## src/rtl/rpec_pkg.sv

```systemverilog
package rpec_pkg;
  localparam int STS_W   = 32;
  localparam int FLG_W   = 7;
  localparam int CMD_W   = 3;
  localparam int VEC_W   = 5;
  localparam int VEC_LSB = STS_W - VEC_W;
  localparam int PAD_W   = STS_W - VEC_W - FLG_W;

  // status flag positions
  localparam int F_COR  = 0;
  localparam int F_MCOR = 1;
  localparam int F_UNC  = 2;
  localparam int F_MUNC = 3;
  localparam int F_FFAT = 4;
  localparam int F_NF   = 5;
  localparam int F_FAT  = 6;

  // command enable positions
  localparam int E_COR = 0;
  localparam int E_NF  = 1;
  localparam int E_FAT = 2;

  typedef enum logic [1:0] {
    SEV_COR   = 2'd0,
    SEV_NF    = 2'd1,
    SEV_FAT   = 2'd2,
    SEV_RSVD  = 2'd3
  } sev_e;

  // received classes mapped onto the command enable positions
  function automatic logic [CMD_W-1:0] rcv_to_en(input logic [FLG_W-1:0] f);
    logic [CMD_W-1:0] r;
    r        = '0;
    r[E_COR] = f[F_COR];
    r[E_NF]  = f[F_NF];
    r[E_FAT] = f[F_FAT];
    return r;
  endfunction
endpackage

```

## src/rtl/rpec_flags.sv

```systemverilog
module rpec_flags
  import rpec_pkg::*;
#(
  parameter int SRC_W = 16
) (
  input  logic             clk,
  input  logic             rst_n,
  input  logic             acc,
  input  sev_e             sev,
  input  logic [SRC_W-1:0] src,
  input  logic             w1c_en,
  input  logic [FLG_W-1:0] w1c_bits,
  output logic [FLG_W-1:0] flg_q,
  output logic [FLG_W-1:0] flg_d,
  output logic [SRC_W-1:0] cor_src_q,
  output logic [SRC_W-1:0] unc_src_q
);
  logic [FLG_W-1:0] kept;
  logic [SRC_W-1:0] cor_src_d;
  logic [SRC_W-1:0] unc_src_d;
  logic             is_cor;
  logic             is_nf;
  logic             is_fat;

  assign is_cor = acc && (sev == SEV_COR);
  assign is_nf  = acc && (sev == SEV_NF);
  assign is_fat = acc && (sev == SEV_FAT);

  always_comb begin
    kept      = w1c_en ? (flg_q & ~w1c_bits) : flg_q;
    flg_d     = kept;
    cor_src_d = cor_src_q;
    unc_src_d = unc_src_q;
    if (is_cor) begin
      if (kept[F_COR]) flg_d[F_MCOR] = 1'b1;
      else             cor_src_d     = src;
      flg_d[F_COR] = 1'b1;
    end
    if (is_nf) flg_d[F_NF] = 1'b1;
    if (is_fat) begin
      if (!kept[F_UNC]) flg_d[F_FFAT] = 1'b1;
      flg_d[F_FAT] = 1'b1;
    end
    if (is_nf || is_fat) begin
      if (kept[F_UNC]) flg_d[F_MUNC] = 1'b1;
      else             unc_src_d     = src;
      flg_d[F_UNC] = 1'b1;
    end
  end

  always_ff @(posedge clk or negedge rst_n) begin
    if (!rst_n) begin
      flg_q     <= '0;
      cor_src_q <= '0;
      unc_src_q <= '0;
    end else begin
      flg_q     <= flg_d;
      cor_src_q <= cor_src_d;
      unc_src_q <= unc_src_d;
    end
  end

  AST_COR_SRC_HELD: assert property (@(posedge clk) disable iff (!rst_n)
    (flg_q[F_COR] && !(w1c_en && w1c_bits[F_COR])) |=> $stable(cor_src_q));

  AST_UNC_SRC_HELD: assert property (@(posedge clk) disable iff (!rst_n)
    (flg_q[F_UNC] && !(w1c_en && w1c_bits[F_UNC])) |=> $stable(unc_src_q));

  AST_FFAT_WITH_FATAL: assert property (@(posedge clk) disable iff (!rst_n)
    $rose(flg_q[F_FFAT]) |-> (flg_q[F_FAT] && flg_q[F_UNC]));

  AST_RSVD_IGNORED: assert property (@(posedge clk) disable iff (!rst_n)
    (acc && sev == SEV_RSVD && !w1c_en) |=> $stable(flg_q));

  for (genvar gi = 0; gi < FLG_W; gi++) begin : g_sticky
    AST_FLAG_STICKY: assert property (@(posedge clk) disable iff (!rst_n)
      (flg_q[gi] && !(w1c_en && w1c_bits[gi])) |=> flg_q[gi]);
  end
endmodule

```

## src/rtl/rpec_ctrl.sv

```systemverilog
module rpec_ctrl
  import rpec_pkg::*;
(
  input  logic             clk,
  input  logic             rst_n,
  input  logic             cmd_we,
  input  logic [CMD_W-1:0] cmd_wdata,
  input  logic             vec_load,
  input  logic [VEC_W-1:0] vec_in,
  output logic [CMD_W-1:0] cmd_q,
  output logic [CMD_W-1:0] cmd_d,
  output logic [VEC_W-1:0] vec_q,
  output logic             ready_q
);
  assign cmd_d = cmd_we ? cmd_wdata : cmd_q;

  always_ff @(posedge clk or negedge rst_n) begin
    if (!rst_n) begin
      cmd_q   <= '0;
      vec_q   <= '0;
      ready_q <= 1'b0;
    end else begin
      cmd_q   <= cmd_d;
      ready_q <= 1'b1;
      if (vec_load) vec_q <= vec_in;
    end
  end

  AST_CMD_HOLD: assert property (@(posedge clk) disable iff (!rst_n)
    !cmd_we |=> $stable(cmd_q));

  AST_VEC_HOLD: assert property (@(posedge clk) disable iff (!rst_n)
    !vec_load |=> $stable(vec_q));
endmodule

```

## src/rtl/rpec_irq.sv

```systemverilog
module rpec_irq
  import rpec_pkg::*;
(
  input  logic             clk,
  input  logic             rst_n,
  input  logic [CMD_W-1:0] cmd_q,
  input  logic [CMD_W-1:0] cmd_d,
  input  logic [FLG_W-1:0] flg_q,
  input  logic [FLG_W-1:0] flg_d,
  input  logic [VEC_W-1:0] vec_q,
  input  logic             msix_en,
  input  logic             msi_en,
  output logic             irq_valid,
  output logic             irq_is_msix,
  output logic [VEC_W-1:0] irq_vector,
  output logic             intx
);
  logic cond_q;
  logic cond_d;
  logic msg_mode;

  assign cond_q   = |(cmd_q & rcv_to_en(flg_q));
  assign cond_d   = |(cmd_d & rcv_to_en(flg_d));
  assign msg_mode = msix_en || msi_en;
  assign intx     = !msg_mode && cond_q;

  always_ff @(posedge clk or negedge rst_n) begin
    if (!rst_n) begin
      irq_valid   <= 1'b0;
      irq_is_msix <= 1'b0;
      irq_vector  <= '0;
    end else begin
      irq_valid   <= msg_mode && !cond_q && cond_d;
      irq_is_msix <= msix_en;
      irq_vector  <= vec_q;
    end
  end

  AST_PULSE_ON_EDGE: assert property (@(posedge clk) disable iff (!rst_n)
    irq_valid |-> (cond_q && !$past(cond_q)));

  AST_PULSE_SINGLE: assert property (@(posedge clk) disable iff (!rst_n)
    irq_valid |=> !irq_valid);

  AST_PULSE_MODE: assert property (@(posedge clk) disable iff (!rst_n)
    irq_valid |-> $past(msix_en || msi_en));

  AST_PULSE_VECTOR: assert property (@(posedge clk) disable iff (!rst_n)
    irq_valid |-> (irq_vector == $past(vec_q)));
endmodule

```

## src/rtl/root_err_collector.sv

```systemverilog
module root_err_collector
  import rpec_pkg::*;
#(
  parameter int SRC_W = 16
) (
  input  logic               clk,
  input  logic               rst_n,
  input  logic               msg_valid,
  output logic               msg_ready,
  input  logic [1:0]         msg_sev,
  input  logic [SRC_W-1:0]   msg_src,
  input  logic               cmd_we,
  input  logic [2:0]         cmd_wdata,
  input  logic               sts_w1c_en,
  input  logic [31:0]        sts_w1c_data,
  input  logic               vec_load,
  input  logic [4:0]         vec_in,
  input  logic               msix_en,
  input  logic               msi_en,
  output logic [2:0]         cmd_rd,
  output logic [31:0]        sts_rd,
  output logic [2*SRC_W-1:0] src_rd,
  output logic               irq_valid,
  output logic               irq_is_msix,
  output logic [4:0]         irq_vector,
  output logic               intx
);
  logic [FLG_W-1:0] flg_q;
  logic [FLG_W-1:0] flg_d;
  logic [SRC_W-1:0] cor_src_q;
  logic [SRC_W-1:0] unc_src_q;
  logic [CMD_W-1:0] cmd_q;
  logic [CMD_W-1:0] cmd_d;
  logic [VEC_W-1:0] vec_q;
  logic             ready_q;
  logic             acc;

  assign msg_ready = ready_q;
  assign acc       = msg_valid && ready_q;

  rpec_flags #(.SRC_W(SRC_W)) u_flags (
    .clk       (clk),
    .rst_n     (rst_n),
    .acc       (acc),
    .sev       (sev_e'(msg_sev)),
    .src       (msg_src),
    .w1c_en    (sts_w1c_en),
    .w1c_bits  (sts_w1c_data[FLG_W-1:0]),
    .flg_q     (flg_q),
    .flg_d     (flg_d),
    .cor_src_q (cor_src_q),
    .unc_src_q (unc_src_q)
  );

  rpec_ctrl u_ctrl (
    .clk       (clk),
    .rst_n     (rst_n),
    .cmd_we    (cmd_we),
    .cmd_wdata (cmd_wdata),
    .vec_load  (vec_load),
    .vec_in    (vec_in),
    .cmd_q     (cmd_q),
    .cmd_d     (cmd_d),
    .vec_q     (vec_q),
    .ready_q   (ready_q)
  );

  rpec_irq u_irq (
    .clk         (clk),
    .rst_n       (rst_n),
    .cmd_q       (cmd_q),
    .cmd_d       (cmd_d),
    .flg_q       (flg_q),
    .flg_d       (flg_d),
    .vec_q       (vec_q),
    .msix_en     (msix_en),
    .msi_en      (msi_en),
    .irq_valid   (irq_valid),
    .irq_is_msix (irq_is_msix),
    .irq_vector  (irq_vector),
    .intx        (intx)
  );

  assign cmd_rd = cmd_q;
  assign sts_rd = {vec_q, {PAD_W{1'b0}}, flg_q};
  assign src_rd = {unc_src_q, cor_src_q};
endmodule

```

## config.mk

```make
export PLATFORM = sky130hd
export DESIGN_NAME = root_err_collector
export DESIGN_NICKNAME = d
export VERILOG_FILES = /design/src/rtl/rpec_pkg.sv /design/src/rtl/rpec_flags.sv /design/src/rtl/rpec_ctrl.sv /design/src/rtl/rpec_irq.sv /design/src/rtl/root_err_collector.sv
export SDC_FILE = /design/constraint.sdc
export NUM_CORES = 1
export LEC_CHECK = 0
export ABC_AREA = 1
export CORE_MARGIN = 3
export CORE_UTILIZATION = 30
export CTS_BUF_LIST = sky130_fd_sc_hd__clkbuf_8
export CTS_CLUSTER_DIAMETER = 200
export DETAILED_ROUTE_END_ITERATION = 10
export PLACE_DENSITY = 0.74
export RECOVER_POWER = 50
export SETUP_SLACK_MARGIN = 0.1
export SYNTH_ARGS = -nofsm -noshare
export SYNTH_HDL_FRONTEND = slang
export SYNTH_SLANG_ARGS = --single-unit
```

## constraint.sdc

```tcl
create_clock -name clk -period 1.5 [get_ports clk]
set_input_delay 0.3 -clock clk [delete_from_list [all_inputs] [get_ports clk]]
set_output_delay 0.3 -clock clk [all_outputs]
set_load 0.01 [all_outputs]
```

==> metrics.txt <==
Main synth FF type dfrtp_1; headroom to the max-slew limit 0.5039; mapped cell area ~0.0024 sq mm; final setup violation count 0; DIE AREA 0.008971 sq mm; Max Root-Sink Buffers 2; area occupied by multi-input gates ~720 sq um; Util after Layout 0.4639; initial drt markers 41; synthesized area per cell about 10 sq um; Final Hold Viols 0; Total Power between 3000 and 4000 uW; initial cell density of the core 0.3170; largest net degree at the start of global routing 56; first-pass GRT wire length 8500 um; Design Area, Final between 0.003 and 0.004 sq mm; number of H-tree levels 2; worst hold path class reg -> reg; CTS tree yes; Routed WL approximately 5200 um; max cap viols 0; fmax slightly above 700 MHz; warnings from Yosys 0; sequential area share after synthesis 0.5829; Die Ht around 95 um; Total GRT Usage 0.1204; initial antenna violation count 0; Slew Limit Fails 0; n_diodes 0; status complete, no violations; via-per-instance ratio ~4.1; pwr dens around 1100 mW/mm^2; grt ovf 0; DP Wirelength 3995 um; Reg2Reg Depth 8; first-pass iteration count of the detailed router 4; share of cells above drive strength 1 0.1799; non-filler cells, final 438; area added between synthesis and finish 46.32%; IO Port Bufs between 90 and 100; Final Cycle Share 0.9370; row count 31; Critical Path RT approximately 1.7 ns; clk slew on worst S/H paths approximately 0.10 ns; register area 0.001376 sq mm; Placeable Area 0.007447 sq mm; FF-to-FF setup slack around 0.26 ns; Crit. End Element flop; drt drc 0; gpl congestion approximately 0.8; CP Data Arrival Time ~1.6 ns; Synth Register Bits 55; Post-Syn Instances 226; RSZ-0062 raised after global routing true; Root Buffer clkbuf_8; Worst Path Max Fanout 28; Worst-Margin Slew about 0.74 ns; die width roughly 95 um; # IOs 142; Num CTS Buffers 5; Final ANT Viol Nets 0; CP Class in -> reg; clk sink count 55; Clk Latency, worst-skew pair 0.31 ns; final worst path period need approximately 1.4 ns; fillers approximately 740; worst vdd ir about 500 uV; Startpoint Class primary input; Cell Count Post-Placement 429; Via Count around 1800; number of synthesized flops with an enable pin 0; Routed wire per std cell 11.83 um; hold depth 0; synth unique cells 18; # nets final 404; Leakage Power ~0.0018 uW; Worst Skew roughly 0.011 ns; ys async rst share 1.000; area of placed instances about 0.0034 sq mm; vias in the first global route 1823
## synthesized netlist by cell type (2+ instances only)
library cell | n | area (sq um)
mux2_2 | 5 | 56.30
o21ai_2 | 27 | 236.5
buf_6 | 6 | 67.56
o21ai_0 | 6 | 30.03
inv_1 | 26 | 97.59
conb_1 | 2 | 7.510
o21ai_1 | 5 | 25.02
nand3_1 | 3 | 15.01
nand2_2 | 3 | 18.77
nor2_1 | 2 | 7.510
dfrtp_1 | 55 | 1376
nand2_1 | 61 | 229.0
buf_4 | 20 | 150.1
## worst max-delay path, stage by stage
cell and delay, ns:
dlygate4sd3_1 0.57, nor2_1 0.11, nand2_1 0.09, nand2_1 0.15, nand2_4 0.08, buf_12 0.17
nand2_1 0.08, o21ai_2 0.05
## layout by cell type, fill, tap and decap left out
cell type        count
a21oi_1              1
buf_12               1
buf_2                2
buf_4               11
buf_6                1
bufinv_16            1
clkbuf_2             3
clkbuf_4             2
clkbuf_8             5
clkdlybuf4s15_1      3
clkdlybuf4s50_1     36
clkinv_4             1
conb_1              21
dfrtp_1             55
dlygate4sd2_1       49
dlygate4sd3_1        4
inv_1               26
inv_2                1
inv_6                1
mux2_2               5
nand2_1             63
nand2_2              1
nand2_4              1
nand3_1              1
nand3_2              2
nand3_4              1
nand4_1              1
nor2_1               2
o21ai_0             11
o21ai_1              5
o21ai_2             22
## through the flow
stage / TNS, ns / worst slack [ns] / hold slack (ns)
after floorplan: 0 / 0.3628 / 0.004409
after global placement: -2.828 / -0.2388 / 0.3194
after detailed placement: -3.030 / -0.2701 / 0.3220
after CTS: 0 / 0.1020 / 0.4125
after global routing: 0 / 0.03692 / 0.4307
final: 0 / 0.09449 / 0.4038
## metal layers
| layer | global-route usage | vias up | part of all wire |
|---|---|---|---|
| met4 | 0.03606 | 0 | 0.013 |
| met1 | 0.1462 | 822 | 0.42 |
| met2 | 0.2020 | 64 | 0.49 |
| met3 | 0.04064 | 7 | 0.082 |
| li1 | - | 883 | - |
| met5 | 0 | - | 0 |
## flip-flops by register name, summed over array words and instances, names as in the netlist
signal,flops
u_ctrl.cmd_q,3
u_flags.unc_src_q,16
u_irq.irq_valid,1
u_irq.irq_vector,5
u_ctrl.ready_q,1
u_ctrl.vec_q,5
u_irq.irq_is_msix,1
u_flags.cor_src_q,16
u_flags.flg_q,7
## worst paths after layout
kind | endpoint | from
max | u_flags.unc_src_q[3] | msg_sev[1]
max reg2reg | u_flags.unc_src_q[3] | u_ctrl.ready_q
min | u_irq.irq_vector[3] | u_ctrl.vec_q[3]
min reg2reg | u_irq.irq_vector[3] | u_ctrl.vec_q[3]
min in group asynchronous | u_flags.unc_src_q[12] | rst_n
max in group asynchronous | u_irq.irq_vector[4] | rst_n
## area by class of cell
cell class | count | area share
flip-flops and latches | 55 | 0.3984
repair buffers | 112 | 0.2934
multi-input cells | 137 | 0.2093
well taps | 99 | 0.03586
inverters | 27 | 0.02934
clock buffers | 5 | 0.01992
clock inverters | 3 | 0.01376
## cells by family after synthesis
| family | synth area share |
|---|---|
| and+or+nand+nor | 0.1293 |
| DFF | 0.5829 |
| buffers and inverters | 0.1351 |
| AOI/OAI and AO/OA | 0.1256 |
| muxes | 0.02385 |
| other | 0.003181 |
## repair_timing
item,4_1_cts,5_1_grt
pin swaps,2,0
hold endpoints to repair,55,0
gates resized for setup,67,3
buffers inserted,0,0
hold buffers,1,0
setup endpoints to repair,56,4
## power by group
| group | switching [uW] | internal (uW) | leakage, uW | total (uW) |
|---|---|---|---|---|
| Clock | 497 | 507 | 0.0000587 | 1000 |
| Combinational | 499 | 500 | 0.00108 | 999 |
| Sequential | 119 | 1720 | 0.000684 | 1840 |
No activity file was read; power rests on OpenSTA's default activity.
